`config.mk`:
```
export PLATFORM = sky130hd
export DESIGN_NAME = cap_channel
export DESIGN_NICKNAME = d
export VERILOG_FILES = /design/src/rtl/cap_pkg.sv /design/src/rtl/cap_trigger.sv /design/src/rtl/cap_hold.sv /design/src/rtl/cap_channel.sv
export SDC_FILE = /design/constraint.sdc
export NUM_CORES = 1
export LEC_CHECK = 0
export BUFFER_PORTS_ARGS = -buffer_cell sky130_fd_sc_hd__buf_2
export CAP_MARGIN = 20
export CORE_ASPECT_RATIO = 2
export CORE_MARGIN = 2
export CORE_UTILIZATION = 56
export CTS_BUF_LIST = sky130_fd_sc_hd__clkbuf_16
export DETAILED_ROUTE_END_ITERATION = 7
export GPL_TIMING_DRIVEN = 0
export PLACE_DENSITY = 0.79
export SKIP_LAST_GASP = 1
export SLEW_MARGIN = 10
export SYNTH_ARGS = -nofsm -noshare
export SYNTH_HDL_FRONTEND = slang
export SYNTH_SLANG_ARGS = --single-unit
```
`constraint.sdc`:
```
create_clock -name clk -period 3.05 [get_ports clk]
set_input_delay 0.4575 -clock clk [delete_from_list [all_inputs] [get_ports clk]]
set_output_delay 0.4575 -clock clk [all_outputs]
set_load 0.05 [all_outputs]
```
`src/rtl/cap_pkg.sv`:
```
package cap_pkg;
   typedef enum logic [2:0] {
      REG_CFG  = 3'd0,
      REG_STAT = 3'd1,
      REG_SWEV = 3'd2,
      REG_VHI  = 3'd3,
      REG_VLO  = 3'd4
   } cap_reg_e;

   localparam logic [1:0] MODE_CAPTURE = 2'b01;
endpackage

```
`src/rtl/cap_trigger.sv`:
```
module cap_trigger #(
   parameter int PSC_W = 2
) (
   input  logic             clk,
   input  logic             rst_n,
   input  logic             armed_i,
   input  logic             pol_i,
   input  logic [PSC_W-1:0] psc_i,
   input  logic             pin_i,
   input  logic             sw_evt_i,
   output logic             cap_evt_o
);
   localparam int PCW = (1 << PSC_W) - 1;

   logic           prev_q;
   logic           edge_seen;
   logic           qualified;
   logic [PCW-1:0] pcnt_q;
   logic [PCW-1:0] term;
   logic           pres_hit;

   always_ff @(posedge clk or negedge rst_n) begin
      if (!rst_n) prev_q <= 1'b0;
      else        prev_q <= pin_i;
   end

   assign edge_seen = pol_i ? (prev_q & ~pin_i) : (pin_i & ~prev_q);
   assign qualified = armed_i & edge_seen;
   assign term      = PCW'((32'd1 << psc_i) - 32'd1);
   assign pres_hit  = qualified && (pcnt_q == term);

   always_ff @(posedge clk or negedge rst_n) begin
      if (!rst_n)         pcnt_q <= '0;
      else if (!armed_i)  pcnt_q <= '0;
      else if (pres_hit)  pcnt_q <= '0;
      else if (qualified) pcnt_q <= pcnt_q + 1'b1;
   end

   assign cap_evt_o = armed_i & (pres_hit | sw_evt_i);
endmodule

```
`src/rtl/cap_hold.sv`:
```
module cap_hold #(
   parameter int CNT_W = 16,
   parameter int BUS_W = 8
) (
   input  logic             clk,
   input  logic             rst_n,
   input  logic             cap_evt_i,
   input  logic [CNT_W-1:0] cnt_i,
   input  logic             rd_hi_i,
   input  logic             rd_lo_i,
   input  logic             wr_hi_i,
   input  logic             wr_lo_i,
   input  logic [BUS_W-1:0] wdata_i,
   output logic [CNT_W-1:0] preload_o,
   output logic             rip_o
);
   logic [CNT_W-1:0] shadow_q;
   logic [CNT_W-1:0] preload_q;
   logic             pend_q;
   logic             rip_q;
   logic             blocked;
   logic             xfer_now;
   logic             xfer_pend;

   assign blocked   = rip_q | rd_hi_i;
   assign xfer_now  = cap_evt_i & ~blocked;
   assign xfer_pend = ~cap_evt_i & pend_q & ~blocked;

   always_ff @(posedge clk or negedge rst_n) begin
      if (!rst_n) begin
         shadow_q <= '0;
         pend_q   <= 1'b0;
      end else if (cap_evt_i) begin
         shadow_q <= cnt_i;
         pend_q   <= blocked;
      end else if (xfer_pend) begin
         pend_q   <= 1'b0;
      end
   end

   always_ff @(posedge clk or negedge rst_n) begin
      if (!rst_n) begin
         preload_q <= '0;
      end else if (xfer_now) begin
         preload_q <= cnt_i;
      end else if (xfer_pend) begin
         preload_q <= shadow_q;
      end else begin
         if (wr_lo_i) preload_q[BUS_W-1:0]       <= wdata_i;
         if (wr_hi_i) preload_q[CNT_W-1 -: BUS_W] <= wdata_i;
      end
   end

   always_ff @(posedge clk or negedge rst_n) begin
      if (!rst_n)       rip_q <= 1'b0;
      else if (rd_hi_i) rip_q <= 1'b1;
      else if (rd_lo_i) rip_q <= 1'b0;
   end

   assign preload_o = preload_q;
   assign rip_o     = rip_q;
endmodule

```
`src/rtl/cap_channel.sv`:
```
module cap_channel
   import cap_pkg::*;
#(
   parameter int CNT_W  = 16,
   parameter int BUS_W  = 8,
   parameter int ADDR_W = 3,
   parameter int PSC_W  = 2
) (
   input  logic              clk,
   input  logic              rst_n,
   input  logic [CNT_W-1:0]  cnt_i,
   input  logic              cap_in_i,
   input  logic              wr_en_i,
   input  logic              rd_en_i,
   input  logic [ADDR_W-1:0] addr_i,
   input  logic [BUS_W-1:0]  wdata_i,
   output logic [BUS_W-1:0]  rdata_o,
   output logic              irq_o,
   output logic              dma_req_o
);
   localparam int POL_B  = 2;
   localparam int PSC_LO = 3;
   localparam int CEN_B  = PSC_LO + PSC_W;
   localparam int IE_B   = CEN_B + 1;
   localparam int DE_B   = CEN_B + 2;

   if (CNT_W != 2 * BUS_W) begin : g_bad_width
      $error("cap_channel: CNT_W must be twice BUS_W");
   end
   if (DE_B >= BUS_W) begin : g_bad_cfg
      $error("cap_channel: config fields do not fit in BUS_W");
   end
   if (ADDR_W < 3 || PSC_W < 1) begin : g_bad_addr
      $error("cap_channel: ADDR_W must be at least 3 and PSC_W at least 1");
   end

   logic [BUS_W-1:0] cfg_q;
   logic             flag_q;
   logic             ovf_q;
   logic             sel_cfg, sel_stat, sel_swev, sel_vhi, sel_vlo;
   logic             wr_cfg, wr_stat, sw_evt;
   logic             rd_hi, rd_lo, wr_hi, wr_lo;
   logic             armed;
   logic             cap_evt;
   logic [CNT_W-1:0] preload;
   logic             rip;

   assign sel_cfg  = (addr_i == ADDR_W'(REG_CFG));
   assign sel_stat = (addr_i == ADDR_W'(REG_STAT));
   assign sel_swev = (addr_i == ADDR_W'(REG_SWEV));
   assign sel_vhi  = (addr_i == ADDR_W'(REG_VHI));
   assign sel_vlo  = (addr_i == ADDR_W'(REG_VLO));

   assign wr_cfg  = wr_en_i & sel_cfg;
   assign wr_stat = wr_en_i & sel_stat;
   assign sw_evt  = wr_en_i & sel_swev & wdata_i[0];
   assign wr_hi   = wr_en_i & sel_vhi;
   assign wr_lo   = wr_en_i & sel_vlo;
   assign rd_hi   = rd_en_i & sel_vhi;
   assign rd_lo   = rd_en_i & sel_vlo;

   assign armed = (cfg_q[1:0] == MODE_CAPTURE) & cfg_q[CEN_B];

   always_ff @(posedge clk or negedge rst_n) begin
      if (!rst_n)      cfg_q <= '0;
      else if (wr_cfg) cfg_q <= wdata_i;
   end

   cap_trigger #(.PSC_W(PSC_W)) u_trigger (
      .clk       (clk),
      .rst_n     (rst_n),
      .armed_i   (armed),
      .pol_i     (cfg_q[POL_B]),
      .psc_i     (cfg_q[PSC_LO +: PSC_W]),
      .pin_i     (cap_in_i),
      .sw_evt_i  (sw_evt),
      .cap_evt_o (cap_evt)
   );

   cap_hold #(.CNT_W(CNT_W), .BUS_W(BUS_W)) u_hold (
      .clk       (clk),
      .rst_n     (rst_n),
      .cap_evt_i (cap_evt),
      .cnt_i     (cnt_i),
      .rd_hi_i   (rd_hi),
      .rd_lo_i   (rd_lo),
      .wr_hi_i   (wr_hi),
      .wr_lo_i   (wr_lo),
      .wdata_i   (wdata_i),
      .preload_o (preload),
      .rip_o     (rip)
   );

   always_ff @(posedge clk or negedge rst_n) begin
      if (!rst_n)                               flag_q <= 1'b0;
      else if (cap_evt)                         flag_q <= 1'b1;
      else if ((wr_stat & ~wdata_i[0]) | rd_lo) flag_q <= 1'b0;
   end

   always_ff @(posedge clk or negedge rst_n) begin
      if (!rst_n)                      ovf_q <= 1'b0;
      else if (cap_evt & flag_q)       ovf_q <= 1'b1;
      else if (wr_stat & ~wdata_i[1])  ovf_q <= 1'b0;
   end

   always_comb begin
      rdata_o = '0;
      if (sel_cfg)  rdata_o = cfg_q;
      if (sel_stat) rdata_o = {{(BUS_W-2){1'b0}}, ovf_q, flag_q};
      if (sel_vhi)  rdata_o = preload[CNT_W-1 -: BUS_W];
      if (sel_vlo)  rdata_o = preload[BUS_W-1:0];
   end

   assign irq_o     = flag_q & cfg_q[IE_B];
   assign dma_req_o = flag_q & cfg_q[DE_B];
endmodule

```
# ---- Word level (Yosys, flattened, before mapping)
# Cells that the tools add are included.
dict set report word_totals {
  register_bits 48
  latchBits 0
  mem_bits_rw 0
  rom_bits 0
  input_bits 32
  output_inout_bits 10
  memories 0
}
dict set report op_classes {
  n_addsub 2
  multipliers 0
  n_div 0
  n_lt_le_gt_ge 0
  eq_ne 7
  shift 1
  n_mux 20
  bitwise 30
  reduce_logical 8
}
# cell count
set ops {}
lappend ops {{8-bit two-way mux} 6}
lappend ops {{16-bit two-way mux} 2}
lappend ops {{1-bit AND} 21}
lappend ops {{1-bit two-way mux} 9}
lappend ops {{3-bit two-way mux} 3}
lappend ops {{2-bit nonzero test} 4}
lappend ops {{3-bit by 2-bit equality test with 1-bit output, second input constant} 2}
lappend ops {{1-bit NOT} 6}
lappend ops {{3-bit nonzero test} 2}
lappend ops {{3-bit by 1-bit adder with 3-bit output, second input constant} 1}
lappend ops {{3-bit by 1-bit equality test with 1-bit output, second input constant} 1}
lappend ops {{3-bit equality test} 1}
lappend ops {{3-bit equality test, second input constant} 1}
lappend ops {{3-bit logical NOT} 1}
lappend ops {{3-bit != test, second input constant} 1}
lappend ops {{1-bit OR} 3}
lappend ops {{1-bit by 2-bit << shifter with 3-bit output, first input constant} 1}
lappend ops {{3-bit by 1-bit subtractor with 3-bit output, second input constant} 1}
lappend ops {{2-bit by 1-bit equality test with 1-bit output, second input constant} 1}
lappend ops {{1-bit logical AND} 1}

# ---- Longest topological paths before layout
# Gate-level depths: netlist of the first run.
dict set report logic_depth {
  ltp_word 12
  mapped_depth 10
  depth_no_buf 6
}

# ---- By module
# A second synthesis of the first run with hierarchy kept.
dict set report hier_totals {
  cells_unflattened 260
  area_unflattened_um2 2717.6
}
# module n_inst cells_per_inst area_per_inst_um2
set modules_own_cells {}
lappend modules_own_cells {cap_hold 1 169 1766.7}
lappend modules_own_cells {cap_channel 1 62 681.9}
lappend modules_own_cells {cap_trigger 1 29 269.0}

# ---- Least setup slack after synthesis of the first run
# No wires, ideal clock.
dict set report synth_timing {
  path_kind {input port to output port}
  from {in addr_i[0]}
  to {out rdata_o[2]}
  arrival_ps 2089
  path_slack_ps 504
  cell_stages 4
  path_buffers 2
  path_cell_list {buf_6 -> or2_2 -> clkbuf_1 -> o21ai_0}
}
dict set report synth_via {
  elab_chain_cells 5
  elab_cells_between_ends 8
  classes_between {3 x eq/ne; 4 x mux; 1 x reduce/logical}
}
# element line
set synth_rtl {}
lappend synth_rtl {{start: declaration} cap_channel.sv:15} ;# input logic [ADDR_W-1:0] addr_i,
lappend synth_rtl {{3-bit logical NOT} cap_channel.sv:48} ;# assign sel_cfg = (addr_i == ADDR_W'(REG_CFG));
lappend synth_rtl {{8-bit two-way mux} cap_channel.sv:108} ;# if (sel_cfg) rdata_o = cfg_q;
lappend synth_rtl {{8-bit two-way mux} cap_channel.sv:109} ;# if (sel_stat) rdata_o = {{(BUS_W-2){1'b0}}, ovf_q, flag_q};
lappend synth_rtl {{8-bit two-way mux} cap_channel.sv:110} ;# if (sel_vhi) rdata_o = preload[CNT_W-1 -: BUS_W];
lappend synth_rtl {{8-bit two-way mux (*)} cap_channel.sv:111} ;# if (sel_vlo) rdata_o = preload[BUS_W-1:0];
lappend synth_rtl {{end: declaration} cap_channel.sv:17} ;# output logic [BUS_W-1:0] rdata_o,
# Every way passes the cells marked *; elsewhere a longest branch is shown, timed or not.

# ---- Worst setup path after layout of the first run
dict set report layout_timing {
  from {reg cfg_q[4]}
  to {reg u_hold.shadow_q[9]}
}
dict set report layout_via {
  elab_chain_cells 6
}
# element line
set layout_rtl {}
lappend layout_rtl {{start: declaration} cap_channel.sv:37} ;# logic [BUS_W-1:0] cfg_q;
lappend layout_rtl {{start signal: assignment} cap_channel.sv:66} ;# else if (wr_cfg) cfg_q <= wdata_i;
lappend layout_rtl {{1-bit by 2-bit << shifter with 3-bit output} cap_trigger.sv:29} ;# assign term = PCW'((32'd1 << psc_i) - 32'd1);
lappend layout_rtl {{3-bit by 1-bit subtractor with 3-bit output} cap_trigger.sv:29}
lappend layout_rtl {{3-bit equality test} cap_trigger.sv:30} ;# assign pres_hit = qualified && (pcnt_q == term);
lappend layout_rtl {{1-bit logical AND} cap_trigger.sv:30}
lappend layout_rtl {{1-bit OR} cap_trigger.sv:39} ;# assign cap_evt_o = armed_i & (pres_hit | sw_evt_i);
lappend layout_rtl {{1-bit AND} cap_trigger.sv:39}
lappend layout_rtl {{end signal: assignment} cap_hold.sv:34} ;# shadow_q <= cnt_i;
lappend layout_rtl {{end: declaration} cap_hold.sv:17} ;# logic [CNT_W-1:0] shadow_q;
# No other way between the ends.
# A chain may end at the register's enable or synchronous reset.

==> impl_metrics.yaml, run 1 <==
outcome:
  status: "finished clean"
place:
  hpwlAfterDp_um: 4590
  portBuffers: 40
  gp_congestion: 0.835
logic_synthesis:
  syn_nets: 263
  yosysWarnings: 0
  synth_area_um2: 2650
  synth.distinct_cells: 49
  ys_seq_area_share_pct: 45.3
  ys_ff_latch: 48
  async_flop_share_pct: 100
  ys.flop_type: "dfrtp_1"
  syn_inst: 230
  synth_edf_count: 0
  avgSynthCellArea_um2: 11.5
sta:
  min_period_ns: 2.54
  fmax_mhz: 394
  skew_ns: 0.00395
  tns_ns: 0
  rsz0062_at_grt: "false"
  hold_violations: 0
  worstMarginPinSlew_ns: 0.912
  finalMaxSlewViolations: 0
  max_slew_margin_pct: 39.0
  fin_hold_ws_ns: 0.0681
  setup_viol: 0
  finalCritPeriodShare_pct: 83.3
routing:
  dr.first_iter.drc_count: 56
  drtPass1Iterations: 4
  wl_per_cell_um: 19.4
  num_vias: 2046
  post-route-drc-count: 0
  ant_nets: 0
  routed_wl_um: 6490
  route.detailed.vias_per_inst: 6.13
global_route:
  globalRouteTotalUtil_pct: 27.0
  grt_max_degree: 49
  antenna_found_initial: 0
  first_global_vias: 2152
  grt_overflow: 0
  grt_first_pass_wirelength_um: 10500
floorplanning:
  pin_count: 42
  die_h_um: 101
  row_count: 35
  dieArea_um2: 5340
  initial_core_util_pct: 57.7
  die-width_um: 52.7
  core_um2: 4600
cts:
  htreeDepth: 2
  numCtsBuffers: 5
  cts_hold_buf: 0
  post-cts-setup-buffers: 0
  clk_pin_slew_ns: 0.07
  cts_buffer_depth: 2
  worstSkewPairLatency_ns: 0.29
  cts_sinks: 48
  cts_tree: "done"
  root_buffer: "clkbuf_16"
  cts.repair.resized: 0
cells_and_area:
  finalNetCount: 311
  antennaDiodeCount: 0
  drive_above_1_share_pct: 35.5
  mostFrequentLayoutCells: "dfrtp_1 (48), buf_2 (41), mux2i_1 (25), mux2_2 (22), o2bb2ai_1 (16)"
  final_common_cell: "dfrtp_1"
  final_core_util_pct: 67.6
  areaGrowthSynthToFinish_pct: 17.2
critical_path:
  crit_fanout: 10
  end_kind: "flip-flop"
  crit_required_ns: 3.23
  rr_worst_depth: 6
  start_kind: "flip-flop"
  path_class: "reg -> reg"
  arrival_ns: 2.72
min_path:
  hp-class: "in -> async"
power:
  p_leak_nw: 1.47
  ir_worst_vdd_v: 0.000619
  power_density_nw_per_um2: 667
flow_run:
  maxCapViolCount: 0
critical path: stages, from the launching register on:
cell and delay (ns):
dfrtp_1 0.45, or3_1 0.40, a21oi_1 0.32, o21bai_1 0.21
a21oi_4 0.41, buf_4 0.29, mux2_2 0.35
registers in the layout, indices dropped and copies added, names as in the netlist:
signal and cells:
cfg_q 8, ovf_q 1, u_hold.pend_q 1, u_trigger.pcnt_q 3, u_trigger.prev_q 1, u_hold.preload_o 16
u_hold.rip_o 1, flag_q 1, u_hold.shadow_q 16
synthesized netlist by cell type (3+ instances only):
cell / instances / area share, %
mux2_2: 22 / 9.3
dfrtp_1: 48 / 45
nand2_1: 15 / 2.1
nor2_2: 3 / 0.71
and2_1: 3 / 0.71
nand3_1: 3 / 0.57
mux2i_1: 25 / 9.4
o21ai_0: 10 / 1.9
a21oi_1: 7 / 1.3
o2bb2ai_1: 16 / 5.3
and2_2: 6 / 1.7
a211oi_1: 14 / 4.0
buf_6: 3 / 1.3
nor2_1: 7 / 0.99
nand3b_1: 3 / 0.85
area by class of cell:
cell class | count | area [µm²]
Buffer | 11 | 100
Clock buffer | 5 | 125
Clock inverter | 3 | 42.5
Fill cell | 378 | 1490
Inverter | 2 | 7.51
Multi-Input combinational cell | 169 | 1350
Sequential cell | 48 | 1200
Tap cell | 55 | 68.8
Timing Repair Buffer | 41 | 220
cell families after synthesis:
kind of cell	count (synthesis)	share of synthesized area, %
mux	49	19.6
simple gates	56	12.0
flops	48	45.3
buf+inv	13	4.05
compound gates	63	18.6
fa+ha+maj	1	0.471
metrics by stage:
stage          area [µm²]  std cells  worst slack (ns)  power [mW]
6_report             3110        334             0.510        2.08
5_1_grt              3110        334             0.391        2.15
4_1_cts              3090        333             0.496        2.08
3_5_place_dp         2920        325             0.511        1.45
3_3_place_gp         2920        325             0.529        1.43
2_1_floorplan        2650        230             0.504        1.30
power breakdown:
part	leakage [nW]	internal [mW]	switching [mW]
Sequential	0.613	0.838	0.131
Clock	0.0814	0.386	0.242
Combinational	0.773	0.240	0.239
Total	1.47	1.46	0.612
metal layers:
metal  vias up  part of all wire (%)  GRT usage [%]
met5         -                     0              0
met4         0                   2.5           12.4
met3        14                   3.9           4.28
met2        56                    54           47.8
met1      1019                    39           30.8
li1        957                     -              -
final timing paths:
kind                                          start  slack (ns)                    to
worst max-delay path                       cfg_q[4]        0.51    u_hold.shadow_q[9]
worst min-delay path                          rst_n        0.07    u_hold.shadow_q[2]
worst max register to register             cfg_q[4]        0.51    u_hold.shadow_q[9]
worst min register to register  u_hold.preload_o[6]        0.49   u_hold.preload_o[6]
max in group asynchronous                     rst_n        2.48  u_hold.preload_o[15]
min in group clk                           cap_in_i        0.30      u_trigger.prev_q
(Power assumes the default switching activity.)
==> inputs of run 2 (changes only) <==
==> constraint.sdc (replaced) <==
create_clock -name clk -period 2.5 [get_ports clk]
set_input_delay 0.375 -clock clk [delete_from_list [all_inputs] [get_ports clk]]
set_output_delay 0.375 -clock clk [all_outputs]
set_load 0.05 [all_outputs]
==> impl_metrics.yaml, run 2 (synthesized netlist as in run 1, its figures left out) <==
outcome:
  status: "complete, but fails checks"
  violations: "hold timing"
cells_and_area:
  final_core_util_pct: 68.7
  mostFrequentLayoutCells: "dfrtp_1 (48), buf_2 (41), mux2i_1 (25), mux2_2 (22), o2bb2ai_1 (16)"
  multi_input_area_um2: 1370
  final_common_cell: "dfrtp_1"
  drive_above_1_share_pct: 37.6
  fin_area_um2: 3160
  register_area_um2: 1200
  areaGrowthSynthToFinish_pct: 19.0
  antennaDiodeCount: 0
  fill_cells: 370
  finalNetCount: 314
critical_path:
  start_kind: "flip-flop"
  rr_worst_depth: 8
  crit_fanout: 10
  regToRegStartpoint: "cfg_q[4]"
  reg2reg_to: "u_hold.preload_o[7]"
  crit_required_ns: 2.67
  end_kind: "flip-flop"
  arrival_ns: 2.52
  r2r_slack_ns: 0.14
  path_class: "reg -> reg"
flow_run:
  maxCapViolCount: 0
sta:
  finalMaxSlewViolations: 0
  fin_hold_ws_ns: -0.0129
  max_slew_margin_pct: 38.7
  worstMarginPinSlew_ns: 0.916
  finalCritPeriodShare_pct: 94.2
  skew_ns: 0.00361
  setup_viol: 0
  rsz0062_at_grt: "false"
  hold_violations: 13
  fmax_mhz: 424
  min_period_ns: 2.36
power:
  ir_worst_vdd_v: 0.000756
  p_leak_nw: 1.49
  power_density_nw_per_um2: 804
cts:
  root_buffer: "clkbuf_16"
  cts_hold_buf: 0
  numCtsBuffers: 5
  clk_pin_slew_ns: 0.07
  cts_sinks: 48
  cts_tree: "done"
  worstSkewPairLatency_ns: 0.29
  htreeDepth: 2
  cts_buffer_depth: 2
floorplanning:
  initial_core_util_pct: 57.7
  row_count: 35
  core_um2: 4600
  die-width_um: 52.7
  die_h_um: 101
  pin_count: 42
  dieArea_um2: 5340
routing:
  drtPass1Iterations: 4
  dr.first_iter.drc_count: 45
  route.detailed.vias_per_inst: 6.17
  post-route-drc-count: 0
  ant_nets: 0
  wl_per_cell_um: 19.4
  num_vias: 2080
  routed_wl_um: 6540
global_route:
  grt_overflow: 0
  globalRouteTotalUtil_pct: 27.1
  first_global_vias: 2161
  grt_first_pass_wirelength_um: 10500
  antenna_found_initial: 0
  grt_max_degree: 49
place:
  hpwlAfterDp_um: 4590
  placed_cell_area_um2: 2920
  gp_congestion: 0.835
  portBuffers: 40
min_path:
  hp-class: "in -> async"
-- run 2: how the worst max path moves through the flow --
stage | startpoint | to | slack (ns)
floorplan | addr_i[0] | rdata_o[2] | 0.12
global placement | cfg_q[4] | u_hold.shadow_q[11] | -0.02
detailed placement | cfg_q[4] | u_hold.shadow_q[14] | -0.04
CTS | cfg_q[4] | u_hold.preload_o[5] | 0.04
global route | cfg_q[4] | u_hold.preload_o[11] | 0.005
finish | cfg_q[4] | u_hold.preload_o[7] | 0.14
-- run 2: layer usage --
| layer | vias to the layer above | global-route usage (%) | wire length, µm |
|---|---|---|---|
| met5 | - | 0 | 0 |
| met4 | 0 | 13.4 | 149 |
| met3 | 13 | 4.28 | 273 |
| met2 | 64 | 47.4 | 3540 |
| met1 | 1041 | 30.9 | 2580 |
| li1 | 962 | - | - |
-- run 2: what timing repair did --
action,in CTS,in global routing
pin swaps,1,1
buffers inserted,1,2
gates resized for setup,0,4
endpoints found under the setup margin,7,16
-- run 2: final cells by class --
| class | count | share of cell area, % |
|---|---|---|
| Buffer | 11 | 3.17 |
| Tap cell | 55 | 2.18 |
| Timing Repair Buffer | 44 | 7.69 |
| Multi-Input combinational cell | 169 | 43.4 |
| Clock inverter | 3 | 1.35 |
| Sequential cell | 48 | 38.0 |
| Clock buffer | 5 | 3.96 |
| Inverter | 2 | 0.238 |
-- run 2: power breakdown --
group / switching, mW / internal [mW] / total [mW] / leakage, nW
registers: 0.163 / 1.02 / 1.19 / 0.613
clock network: 0.292 / 0.470 / 0.762 / 0.0814
logic: 0.296 / 0.295 / 0.591 / 0.795
-- run 2: through the flow --
| step | instances | setup WS (ns) | total power [mW] | setup TNS (ns) |
|---|---|---|---|---|
| 5_1_grt | 337 | 0.00515 | 2.64 | 0 |
| 6_report | 337 | 0.144 | 2.54 | 0 |
| 4_1_cts | 334 | 0.0370 | 2.54 | 0 |
| 3_3_place_gp | 325 | -0.0213 | 1.74 | -0.114 |
| 2_1_floorplan | 230 | 0.119 | 1.59 | 0 |
| 3_5_place_dp | 325 | -0.0393 | 1.77 | -0.235 |
-- run 2: critical path: stages (launching register included) --
cell,delay [ns]
dfrtp_1,0.45
or4_4,0.55
a21oi_4,0.18
nor2_2,0.09
o21ba_2,0.21
clkbuf_2,0.19
buf_6,0.19
a221oi_2,0.24
o2bb2ai_1,0.11
==> inputs of run 3 (changes only) <==
--- a/config.mk
+++ b/config.mk
@@ -14,6 +14,7 @@
 export DETAILED_ROUTE_END_ITERATION = 7
 export GPL_TIMING_DRIVEN = 0
 export PLACE_DENSITY = 0.79
+export SETUP_SLACK_MARGIN = 0.02
 export SKIP_LAST_GASP = 1
 export SLEW_MARGIN = 10
 export SYNTH_ARGS = -nofsm -noshare
==> constraint.sdc (replaced) <==
create_clock -name clk -period 2.5 [get_ports clk]
set_input_delay 0.25 -clock clk [delete_from_list [all_inputs] [get_ports clk]]
set_output_delay 0.25 -clock clk [all_outputs]
set_load 0.05 [all_outputs]
==> impl_metrics.yaml, run 3 (synthesized netlist as in run 1, its figures left out) <==
power:
  power_density_nw_per_um2: 802
  ir_worst_vdd_v: 0.000758
  power.internal_mw: 1.79
  p_switching_uw: 754
  seqPwrFrac_pct: 46.6
  clkPwrFrac_pct: 30.1
  p_leak_nw: 1.49
  finalPower_mw: 2.54
  switching_share_pct: 29.6
  comb_power_share_pct: 23.3
min_path:
  hp-class: "in -> reg"
sta:
  max_slew_margin_pct: 38.7
  tns_ns: 0
  hold_violations: 0
  worstMarginPinSlew_ns: 0.915
  rsz0062_at_grt: "false"
  finalCritPeriodShare_pct: 94.3
  fmax_mhz: 424
  setup_viol: 0
  layout_setup_ws_ns: 0.142
  fin_hold_ws_ns: 0.0905
  finalMaxSlewViolations: 0
  skew_ns: 0.00407
  min_period_ns: 2.36
cells_and_area:
  fin_area_um2: 3170
  fill_cells: 368
  final_common_cell: "dfrtp_1"
  mostFrequentLayoutCells: "dfrtp_1 (48), buf_2 (41), mux2i_1 (25), mux2_2 (22), o2bb2ai_1 (16)"
  finalNetCount: 315
  antennaDiodeCount: 0
  areaGrowthSynthToFinish_pct: 19.5
  drive_above_1_share_pct: 37.8
floorplanning:
  row_count: 35
  pin_count: 42
  die-width_um: 52.7
  die_h_um: 101
  initial_core_util_pct: 57.7
  core_um2: 4600
  dieArea_um2: 5340
place:
  hpwlAfterDp_um: 4590
  placed_cell_area_um2: 2920
  dp_slack_ns: -0.0393
  portBuffers: 40
  gp_congestion: 0.835
critical_path:
  reg2reg_to: "u_hold.preload_o[7]"
  setup.worst_path.end: "u_hold.preload_o[7]"
  arrival_ns: 2.52
  crit_start: "cfg_q[4]"
  end_kind: "flip-flop"
  start_kind: "flip-flop"
  crit_required_ns: 2.67
  crit_fanout: 10
  r2r_slack_ns: 0.14
  path_class: "reg -> reg"
  regToRegStartpoint: "cfg_q[4]"
  rr_worst_depth: 8
cts:
  cts_sinks: 48
  root_buffer: "clkbuf_16"
  htreeDepth: 2
  worstSkewPairLatency_ns: 0.29
  cts_tree: "done"
  clk_pin_slew_ns: 0.07
  cts_buffer_depth: 2
  numCtsBuffers: 5
routing:
  ant_nets: 0
  wl_per_cell_um: 19.3
  drtPass1Iterations: 4
  route.detailed.vias_per_inst: 6.19
  post-route-drc-count: 0
  dr.first_iter.drc_count: 37
  num_vias: 2093
  routed_wl_um: 6530
global_route:
  grt_max_degree: 49
  globalRouteTotalUtil_pct: 27.1
  first_global_vias: 2161
  grt_overflow: 0
  grt_first_pass_wirelength_um: 10500
  antenna_found_initial: 0
outcome:
  status: "finished clean"
flow_run:
  maxCapViolCount: 0
run 3: changes by cell type in the layout (fill, tap and decap cells not counted), sizes merged:
cell	change
dlygate4sd3	+1
run 3: power by group through the flow:
stage / combinational, mW / sequential [mW] / clock, mW
floorplan: 0.455 / 1.14 / 0
global placement: 0.564 / 1.18 / 0
detailed placement: 0.581 / 1.19 / 0
CTS: 0.586 / 1.18 / 0.777
global route: 0.643 / 1.21 / 0.790
finish: 0.593 / 1.19 / 0.765
run 3: stage by stage:
| step | cells | util, % |
|---|---|---|
| global placement | 325 | 63.6 |
| global route | 338 | 69.0 |
| floorplan | 230 | - |
| finish | 338 | 69.0 |
| detailed placement | 325 | 63.6 |
| CTS | 334 | 67.4 |
run 3: what timing repair did:
action / CTS / global route
hold endpoints to repair: 0 / 13
setup endpoints to repair: 7 / 16
resized for setup: 0 / 5
hold buffers: 0 / 1
pin swaps: 1 / 1
buffers inserted: 1 / 2
run 3: critical path, stage by stage, from the launching register on:
cell       delay (ns)
dfrtp_1          0.45
or4_4            0.55
a21oi_4          0.18
nor2_2           0.09
o21ba_2          0.21
clkbuf_2         0.19
buf_6            0.19
a221oi_2         0.24
o2bb2ai_1        0.11
run 3: worst min path at each step:
stage             start                to  slack [ns]  cells past startpoint
2_1_floorplan     rst_n          cfg_q[0]       -0.05                      0
3_3_place_gp   cap_in_i  u_trigger.prev_q        0.38                      1
3_5_place_dp   cap_in_i  u_trigger.prev_q        0.39                      1
4_1_cts        cap_in_i  u_trigger.prev_q        0.09                      1
5_1_grt        cap_in_i  u_trigger.prev_q        0.09                      1
6_report       cap_in_i  u_trigger.prev_q        0.09                      1
run 3: metal layers:
layer	vias to the layer above	global-route usage, %	part of all wire [%]
met5	-	0	0
met4	0	13.4	3.0
met3	17	4.28	3.5
met2	64	47.4	53
met1	1047	30.9	40
li1	965	-	-
run 3: cell type report:
cell class / count / area [µm²] / area share [%]
Multi-Input combinational cell: 169 / 1370 / 43.3
Sequential cell: 48 / 1200 / 37.9
Timing Repair Buffer: 45 / 253 / 7.97
Clock buffer: 5 / 125 / 3.94
Buffer: 11 / 100 / 3.16
Tap cell: 55 / 68.8 / 2.17
Clock inverter: 3 / 42.5 / 1.34
Inverter: 2 / 7.51 / 0.237
